File: src/rtl/drt_pkg.sv
package drt_pkg;

    localparam int N_TMR      = 2;
    localparam int CTRL_W     = 5;
    localparam int TMR_STRIDE = 16;

    localparam int OFS_DIV    = 'h00;
    localparam int OFS_CNT    = 'h04;
    localparam int OFS_CTRL   = 'h08;
    localparam int OFS_TIME   = 'h38;
    localparam int OFS_MASK   = 'h48;
    localparam int OFS_ACK    = 'h4C;
    localparam int OFS_RAW    = 'h50;
    localparam int OFS_MSKD   = 'h54;

    typedef enum logic [1:0] {
        OP_LOAD = 2'd0,
        OP_HOLD = 2'd1,
        OP_RUN  = 2'd2,
        OP_BAD  = 2'd3
    } drt_op_e;

    typedef enum logic {
        T_HOLD = 1'b0,
        T_RUN  = 1'b1
    } drt_state_e;

endpackage

File: src/rtl/drt_timer.sv
module drt_timer
    import drt_pkg::*;
#(
    parameter int CNT_W = 32
) (
    input  logic              clk,
    input  logic              rst_n,
    input  logic              div_wr,
    input  logic              ctrl_wr,
    input  logic [31:0]       wdata,
    input  logic              ext_tick,
    input  logic [3:0]        src_tick,
    output logic [CNT_W-1:0]  count,
    output logic [CNT_W-1:0]  divisor,
    output logic [CTRL_W-1:0] ctrl,
    output logic              expire
);

    drt_state_e          state_q, state_d;
    logic [CNT_W-1:0]    cnt_q, cnt_d, div_q;
    logic [CTRL_W-1:0]   ctrl_q;
    drt_op_e             op;
    logic                cmd_ok;
    logic                tick;

    assign op     = drt_op_e'(wdata[1:0]);
    assign cmd_ok = ctrl_wr && (op != OP_BAD);

    // rate select
    always_comb begin
        unique case (ctrl_q[4:2])
            3'd0:    tick = ext_tick;
            3'd4:    tick = src_tick[0];
            3'd5:    tick = src_tick[1];
            3'd6:    tick = src_tick[2];
            3'd7:    tick = src_tick[3];
            default: tick = 1'b0;
        endcase
    end

    // state register
    always_ff @(posedge clk) begin
        if (!rst_n) begin
            state_q <= T_HOLD;
        end else begin
            state_q <= state_d;
        end
    end

    // next state and count
    always_comb begin
        state_d = state_q;
        cnt_d   = cnt_q;
        expire  = 1'b0;
        if (cmd_ok) begin
            unique case (op)
                OP_LOAD: cnt_d   = div_q;
                OP_HOLD: state_d = T_HOLD;
                OP_RUN:  state_d = T_RUN;
                OP_BAD:  state_d = state_q;
            endcase
        end else begin
            unique case (state_q)
                T_HOLD: cnt_d = cnt_q;
                T_RUN: begin
                    if (tick) begin
                        if (cnt_q <= CNT_W'(1)) begin
                            cnt_d  = div_q;
                            expire = 1'b1;
                        end else begin
                            cnt_d = cnt_q - CNT_W'(1);
                        end
                    end
                end
            endcase
        end
    end

    always_ff @(posedge clk) begin
        if (!rst_n) begin
            cnt_q  <= '0;
            div_q  <= '0;
            ctrl_q <= '0;
        end else begin
            cnt_q <= cnt_d;
            if (div_wr) div_q <= wdata[CNT_W-1:0];
            if (cmd_ok) ctrl_q <= wdata[CTRL_W-1:0];
        end
    end

    assign count   = cnt_q;
    assign divisor = div_q;
    assign ctrl    = ctrl_q;

    a_r4_hold_frozen: assert property (@(posedge clk) disable iff (!rst_n)
        (state_q == T_HOLD && !ctrl_wr) |=> $stable(cnt_q));

    a_r7_reload_divisor: assert property (@(posedge clk) disable iff (!rst_n)
        expire |=> (cnt_q == $past(div_q)));

    a_r5_bad_op_ignored: assert property (@(posedge clk) disable iff (!rst_n)
        (ctrl_wr && wdata[1:0] == 2'd3) |=> ($stable(ctrl_q) && $stable(state_q)));

endmodule

File: src/rtl/drt_irq.sv
module drt_irq #(
    parameter int N = 2
) (
    input  logic         clk,
    input  logic         rst_n,
    input  logic [N-1:0] expire,
    input  logic         mask_wr,
    input  logic         ack_wr,
    input  logic [N-1:0] wbits,
    output logic [N-1:0] pending,
    output logic [N-1:0] mask,
    output logic         irq
);

    logic [N-1:0] pend_q, mask_q, clr;

    assign clr = ack_wr ? wbits : '0;

    always_ff @(posedge clk) begin
        if (!rst_n) begin
            pend_q <= '0;
            mask_q <= '0;
        end else begin
            pend_q <= (pend_q & ~clr) | expire;
            if (mask_wr) mask_q <= wbits;
        end
    end

    assign pending = pend_q;
    assign mask    = mask_q;
    assign irq     = |(pend_q & mask_q);

    a_r10_expiry_wins: assert property (@(posedge clk) disable iff (!rst_n)
        (|expire) |=> ((pend_q & $past(expire)) == $past(expire)));

    a_r9_ack_clears: assert property (@(posedge clk) disable iff (!rst_n)
        ack_wr |=> ((pend_q & $past(wbits & ~expire)) == '0));

    a_r8_pending_holds: assert property (@(posedge clk) disable iff (!rst_n)
        (!ack_wr && expire == '0) |=> $stable(pend_q));

endmodule

File: src/rtl/dual_reload_timer.sv
module dual_reload_timer
    import drt_pkg::*;
#(
    parameter int ADDR_W = 8,
    parameter int CNT_W  = 32,
    parameter int TIME_W = 32
) (
    input  logic              clk,
    input  logic              rst_n,
    input  logic              wr_en,
    input  logic              rd_en,
    input  logic [ADDR_W-1:0] addr,
    input  logic [31:0]       wdata,
    output logic [31:0]       rdata,
    input  logic              ext_tick,
    input  logic [3:0]        src_tick,
    input  logic              time_tick,
    output logic              irq
);

    logic               aligned;
    logic               wr_ok;
    logic [CNT_W-1:0]   t_count [N_TMR];
    logic [CNT_W-1:0]   t_div   [N_TMR];
    logic [CTRL_W-1:0]  t_ctrl  [N_TMR];
    logic [N_TMR-1:0]   t_expire;
    logic [N_TMR-1:0]   pend, mask;
    logic [TIME_W-1:0]  time_q;
    logic [31:0]        rd_c;

    assign aligned = (addr[1:0] == 2'b00);
    assign wr_ok   = wr_en && aligned;

    for (genvar g = 0; g < N_TMR; g++) begin : g_tmr
        localparam int BASE = g * TMR_STRIDE;
        drt_timer #(.CNT_W(CNT_W)) u_tmr (
            .clk      (clk),
            .rst_n    (rst_n),
            .div_wr   (wr_ok && addr == ADDR_W'(BASE + OFS_DIV)),
            .ctrl_wr  (wr_ok && addr == ADDR_W'(BASE + OFS_CTRL)),
            .wdata    (wdata),
            .ext_tick (ext_tick),
            .src_tick (src_tick),
            .count    (t_count[g]),
            .divisor  (t_div[g]),
            .ctrl     (t_ctrl[g]),
            .expire   (t_expire[g])
        );
    end

    drt_irq #(.N(N_TMR)) u_irq (
        .clk     (clk),
        .rst_n   (rst_n),
        .expire  (t_expire),
        .mask_wr (wr_ok && addr == ADDR_W'(OFS_MASK)),
        .ack_wr  (wr_ok && addr == ADDR_W'(OFS_ACK)),
        .wbits   (wdata[N_TMR-1:0]),
        .pending (pend),
        .mask    (mask),
        .irq     (irq)
    );

    always_ff @(posedge clk) begin
        if (!rst_n) begin
            time_q <= '0;
        end else if (time_tick) begin
            time_q <= time_q + TIME_W'(1);
        end
    end

    always_comb begin
        rd_c = '0;
        if (aligned) begin
            for (int i = 0; i < N_TMR; i++) begin
                if (addr == ADDR_W'(i * TMR_STRIDE + OFS_DIV))  rd_c = 32'(t_div[i]);
                if (addr == ADDR_W'(i * TMR_STRIDE + OFS_CNT))  rd_c = 32'(t_count[i]);
                if (addr == ADDR_W'(i * TMR_STRIDE + OFS_CTRL)) rd_c = 32'(t_ctrl[i]);
            end
            if (addr == ADDR_W'(OFS_TIME)) rd_c = 32'(time_q);
            if (addr == ADDR_W'(OFS_MASK)) rd_c = 32'(mask);
            if (addr == ADDR_W'(OFS_RAW))  rd_c = 32'(pend);
            if (addr == ADDR_W'(OFS_MSKD)) rd_c = 32'(pend & mask);
        end
    end

    assign rdata = rd_en ? rd_c : 32'd0;

    a_r11_time_step: assert property (@(posedge clk) disable iff (!rst_n)
        time_tick |=> (time_q == TIME_W'($past(time_q) + TIME_W'(1))));

    a_r11_time_idle: assert property (@(posedge clk) disable iff (!rst_n)
        !time_tick |=> $stable(time_q));

endmodule

File: config.mk
export PLATFORM = sky130hd
export DESIGN_NAME = dual_reload_timer
export DESIGN_NICKNAME = d
export VERILOG_FILES = /design/src/rtl/drt_pkg.sv /design/src/rtl/drt_timer.sv /design/src/rtl/drt_irq.sv /design/src/rtl/dual_reload_timer.sv
export SDC_FILE = /design/constraint.sdc
export NUM_CORES = 1
export LEC_CHECK = 0
export ABC_AREA = 1
export BUFFER_PORTS_ARGS = -buffer_cell sky130_fd_sc_hd__buf_2
export CELL_PAD_IN_SITES_DETAIL_PLACEMENT = 0
export CELL_PAD_IN_SITES_GLOBAL_PLACEMENT = 1
export CORE_ASPECT_RATIO = 0.75
export CORE_MARGIN = 2
export CORE_UTILIZATION = 43
export DETAILED_ROUTE_END_ITERATION = 8
export GPL_TIMING_DRIVEN = 0
export PLACE_DENSITY_LB_ADDON = 0.1
export SLEW_MARGIN = 20
export SYNTH_ARGS = -nofsm -noshare
export SYNTH_HDL_FRONTEND = slang
export SYNTH_HIERARCHICAL = 1
export SYNTH_SLANG_ARGS = --single-unit
File: constraint.sdc
create_clock -name clk -period 3 [get_ports clk]
set_clock_uncertainty 0.15 [all_clocks]
set_input_delay 0.3 -clock clk [delete_from_list [all_inputs] [get_ports clk]]
set_output_delay 0.3 -clock clk [all_outputs]
set_load 0.03 [all_outputs]
# Word level (Yosys, flattened, before mapping)
# Index checks and enable logic that the tools add are counted.
# Widths: inputs -> output; s select.
# word_totals
ff_bits	176
output_inout_bits	33
mem_bits_ro	0
latchBits	0
n_memories	0
input_bits	50
wordCells	104
ramBits	0
# op_classes
addsub	3
mux	34
shifts	0
n_mul	0
n_reduce_logical	20
n_div	0
n_bitwise	7
eq_ne	27
order_cmp	2
# ops
operator	count
$mux 32	22
$le 32x1->1 const B	2
$sub 32x1->32 const B	2
$add 32x1->32 const B	1
$eq 8x7->1 const B	4
$eq 3x3->1 const B	8
$eq 8x5->1 const B	3
$pmux 1 s5	2
$logic_and 1x1->1	9
$eq 8x3->1 const B	1
$eq 8x4->1 const B	1
$eq 8x6->1 const B	1
$logic_not 8->1	1
$mux 1	8
$and 2x2->2	3
$logic_not 3->1	2
$ne 2x2->1 const B	3
$ne 3x3->1 const B	2
$reduce_and 3->1	2
$logic_not 2->1	2
$ne 2x1->1 const B	2
$reduce_and 2->1	2
$eq 2x1->1 const B	1
$eq 2x2->1 const B	1
7 further kinds	8

# Logic depth before layout (Yosys ltp)
# logic_depth
depth_word	13
mapped_depth	17
ltp_nobuf	15

# Cells and area by module
# Netlist, hierarchy kept.
# by_module_without_submodules
module	cells_each	area_each_um2	instances	seq_area_each_um2
drt_timer	608	4007.6	2	1401.3
dual_reload_timer	542	3193.1	1	640.6
drt_irq	23	156.4	1	80.1

# Worst setup path before layout
# Ideal clock, no wire load.
# synth_path
path_kind	input to register
start	input addr[1]
end	register g_tmr[1].u_tmr.cnt_q[9]
path_slack_ns	0.734
cell_stages	16
n_path_buf	3
setup_time_ns	0.131
t_arrival_ns	1.985
t_required_ns	2.719
cell_sequence	nor2_2 nand2_1 inv_1 nand2_1 buf_2 nor2_1 inv_1 or2_1 buf_2 inv_2 nand2_1 nand2_2 inv_1 buf_2 nand2_1 a21oi_2
# synth_between
elab_chain_cells	6
word_cells_on_any_way	10
cone_classes	4 x eq/ne; 1 x mux; 5 x reduce/logical
# synth_lines
item	line_no	source
from (decl)	dual_reload_timer.sv:12	input logic [ADDR_W-1:0] addr,
branches (longest 2 deep; another with $eq 8x5->1)	--	
$logic_and 1x1->1 (*)	dual_reload_timer.sv:40	.ctrl_wr (wr_ok && addr == ADDR_W'(BASE + OFS_CTRL)),
$logic_and 1x1->1 (*)	drt_timer.sv:27	assign cmd_ok = ctrl_wr && (op != OP_BAD);
$ne 3x3->1 (no line) (tied with other cells)	--	
$reduce_and 3->1 (no line)	--	
to (signal assigned)	drt_timer.sv:85	cnt_q <= cnt_d;
to (decl)	drt_timer.sv:20	logic [CNT_W-1:0] cnt_q, cnt_d, div_q;
# Mark *: on every way between the ends.
# A chain may end at the register's enable or synchronous reset.

# Worst setup path in the final report
# layout_path
start	input addr[6]
end	register g_tmr[0].u_tmr.cnt_q[27]
# layout_between
elab_chain_cells	5
word_cells_on_any_way	8
cone_classes	4 x eq/ne; 1 x mux; 3 x reduce/logical
# layout_lines
item	line_no
$eq 8x4->1 (*)	dual_reload_timer.sv:40
$logic_and 1x1->1 (*)	dual_reload_timer.sv:40
$logic_and 1x1->1 (*)	drt_timer.sv:27
$ne 3x3->1 (no line) (tied with other cells)	--
$reduce_and 3->1 (no line)	--
to (signal assigned)	drt_timer.sv:85
to (decl)	drt_timer.sv:20
# Every way passes the cells marked *; elsewhere a longest branch is shown, timed or not.

==> impl_metrics.env <==
export IMPL_placed_cell_area_mm2=0.01221
export IMPL_hold_class="primary input to flip-flop"
export IMPL_seq_area_mm2=0.003523
export IMPL_cp_data_required_time_ps=3150
export IMPL_clk_pin_slew_worst_paths_ps=70
export IMPL_io_buffers=82
export IMPL_root_buffer="clkbuf_16"
export IMPL_crit_path_end_kind="flip-flop"
export IMPL_yosysMostFrequentCell="nand2_1"
export IMPL_grt_busiest_layer="met1"
export IMPL_synth_cells=1781
export IMPL_grt_pass1_vias=10980
export IMPL_critPathMaxStageDelay_ps=280
export IMPL_critical_path_slowest_cell="buf_2"
export IMPL_clock_latency_ps=450
export IMPL_yosys_warnings=6
export IMPL_placed_cells=2207
export IMPL_fin_cells=2242
export IMPL_yosys_area_top_type_share_pct=31.00
export IMPL_nNetsFinal=1946
export IMPL_synth_avg_cell_area_um2=6.381
export IMPL_syn_area_mm2=0.01136
export IMPL_p_leak_nw=5.853
export IMPL_ant_nets=0
export IMPL_synth_commonest_cells="nand2_1 (413), nor2_1 (226), inv_1 (196)"
export IMPL_area_growth_syn_to_layout_pct=13.08
export IMPL_tightest_slew_ps=754.9
export IMPL_io_pins=83
export IMPL_yosysSeqAreaShare_pct=31.00
export IMPL_initial_core_util_pct=43.76
export IMPL_track_usage_pct=30.27
export IMPL_max_freq_ghz=0.3788
export IMPL_drt_iter0_markers=1077
export IMPL_fp_dieH_um=144.8
export IMPL_synthArstFlopShare_pct=0
export IMPL_overflow=0
export IMPL_h_tree_depth=4
export IMPL_antenna_found_initial=0
export IMPL_wl_per_cell_um=18.51
export IMPL_wl_um=41490
export IMPL_fp_row_count=51
export IMPL_cts_buffers=17
export IMPL_cts_buffer_depth=2
export IMPL_drv_slew=0
export IMPL_routabilityCongestion=0.9619
export IMPL_slew_headroom_pct=49.40
export IMPL_cts_tree="done"
export IMPL_synth_nets=1842
export IMPL_yosysUniqueCellTypes=48
export IMPL_global_route_usage_met3_pct=6.197
export IMPL_status="completed"
export IMPL_synth_area_leaders="dfxtp_1 (31%), nand2_1 (14%), nor2_1 (7.5%), nand3_1 (7.2%), a21oi_1 (6.6%)"
export IMPL_synth_compound_area_share_pct=15.39
export IMPL_ctsResizeCount=0
export IMPL_synth_edff_count=0
export IMPL_hold_violations=0
export IMPL_synth_top_area_cell="dfxtp_1"
export IMPL_multi_input_area_mm2=0.006610
export IMPL_power_density_mw_per_mm2=386.1
export IMPL_n_antenna_cell=0
export IMPL_grt_max_degree=17
export IMPL_ys_seq_elements=176
export IMPL_fin_setup_tns_ps=0
export IMPL_synthSimpleGateAreaFrac_pct=39.05
export IMPL_crit_path_start_kind="primary input"
export IMPL_final_area_mm2=0.01285
export IMPL_period_minus_slack_ps=2640
export IMPL_drc_errors=0
export IMPL_viasPerCell=5.430
export IMPL_met2_usage_pct=43.51
export IMPL_fillers=2848
export IMPL_drv_cap=0
export IMPL_arrival_ps=2790
export IMPL_grt_first_pass_wirelength_um=62870
export IMPL_core_area_mm2=0.02597
export IMPL_via_count=12170
export IMPL_setup_viol=0
export IMPL_cts_sinks=176
export IMPL_period_share_pct=87.99
export IMPL_crit_type="primary input to flip-flop"
export IMPL_rsz0062_at_grt="no"
export IMPL_crit_path_cell_trace="buf_2, nor2_2, nand2_2, nor2_2, inv_1, nor2_1, inv_1, or2_1, buf_2, inv_2, nand2_1, nand2_2, inv_1, buf_2, nand2_1, a21oi_1"
export IMPL_path_max_fanout=10
export IMPL_max_vdd_ir_drop_mv=0.4206
export IMPL_die_w_um=191.7
export IMPL_hpwl_um=33760
export IMPL_die_area_mm2=0.02776
export IMPL_synth_mux_area_share_pct=0
export IMPL_synth_xor_area_share_pct=2.466
export IMPL_synth_top_family_by_area="simple AND/OR/NAND/NOR gates"
export IMPL_synthFlopType="dfxtp_1"
export IMPL_grtUsageMet1_pct=45.15
export IMPL_drive_above_1_share_pct=13.59
export IMPL_synth_fa_ha_area_share_pct=1.211
export IMPL_first_pass_iters=6
stage by stage:
step / hold slack [ps] / utilization, % / setup WS, ps / power, mW
final: 13.25 / 49.48 / 360.2 / 4.962
after global routing: 28.29 / 49.48 / 181.2 / 5.119
after CTS: 0.1307 / 49.46 / 414.0 / 4.985
after detailed placement: 305.7 / 47.00 / -16.29 / 2.626
after global placement: 298.5 / 47.00 / -35.14 / 2.625
after floorplan: 281.6 / - / 734.4 / 2.516
logic make-up (layout without fill, tap and decap cells):
group                      count (synthesis)  in the layout
buffers and inverters                    292            409
and+or+nand+nor                          954            954
AOI/OAI and AO/OA                        316            316
DFF                                      176            176
xor gates and xnor gates                  32             32
adders and majority gates                 11             11
flip-flops by register name, indices dropped and copies added, names as in the netlist:
name / flops
g_tmr.u_tmr/state_q: 2
g_tmr.u_tmr/ctrl: 10
time_q: 32
g_tmr.u_tmr/divisor: 64
u_irq/mask: 2
g_tmr.u_tmr/count: 64
u_irq/pending: 2
cells in the final DEF, fill, tap and decap left out, types with 20 or more instances in the layout:
master,instances
nand4_1,31
buf_2,106
nand2_2,21
a21oi_1,149
nand3_1,164
inv_1,196
nand2_1,413
xor2_1,21
o21ai_0,103
nor2_1,226
o21ai_1,20
a221oi_1,28
dfxtp_1,176
clkbuf_1,40
metal layers:
| metal | share of wire [%] | routed length (um) |
|---|---|---|
| met5 | 0 | 0 |
| met4 | 2.1 | 890 |
| met3 | 7.6 | 3164 |
| met2 | 40 | 16410 |
| met1 | 51 | 21030 |
cell type report:
| class | instances | share of cell area [%] |
|---|---|---|
| multi-input combinational | 1313 | 51.44 |
| clock buffer | 18 | 3.339 |
| buffer | 81 | 3.447 |
| clock inverter | 14 | 1.412 |
| inverter | 211 | 6.173 |
| tap | 344 | 3.349 |
| timing repair buffer | 85 | 3.427 |
| sequential | 176 | 27.42 |
critical path, delay by kind of cell:
family                 cells  cell delay [ps]
AO/OA/AOI/OAI              1               60
AND/OR/NAND/NOR            8             1230
buffers and inverters      7             1200
final timing paths:
kind                                                   to  slack, ps  depth (start not counted)                                 start
setup / recovery    g_tmr[0].u_tmr/count[27]$_SDFFE_PN0P_        360                         16                               addr[6]
hold / removal    g_tmr[1].u_tmr/divisor[27]$_SDFFE_PN0P_         10                          3                             wdata[27]
setup reg to reg    g_tmr[0].u_tmr/count[16]$_SDFFE_PN0P_        510                         11  g_tmr[0].u_tmr/count[0]$_SDFFE_PN0P_
hold reg to reg       g_tmr[1].u_tmr/state_q$_SDFFE_PN0P_        320                          2   g_tmr[1].u_tmr/state_q$_SDFFE_PN0P_
repair_timing:
action,in CTS,in global routing
setup buffers,0,0
hold buffers,3,0
endpoints found under the hold margin,3,0
endpoints found under the setup margin,0,0
power by group:
part	switching (mW)	internal [mW]	leakage, nW
Sequential	0.00524	2.34	1.42
Combinational	0.167	0.0690	4.15
Clock	1.05	1.33	0.289
(Power assumes the default switching activity.)
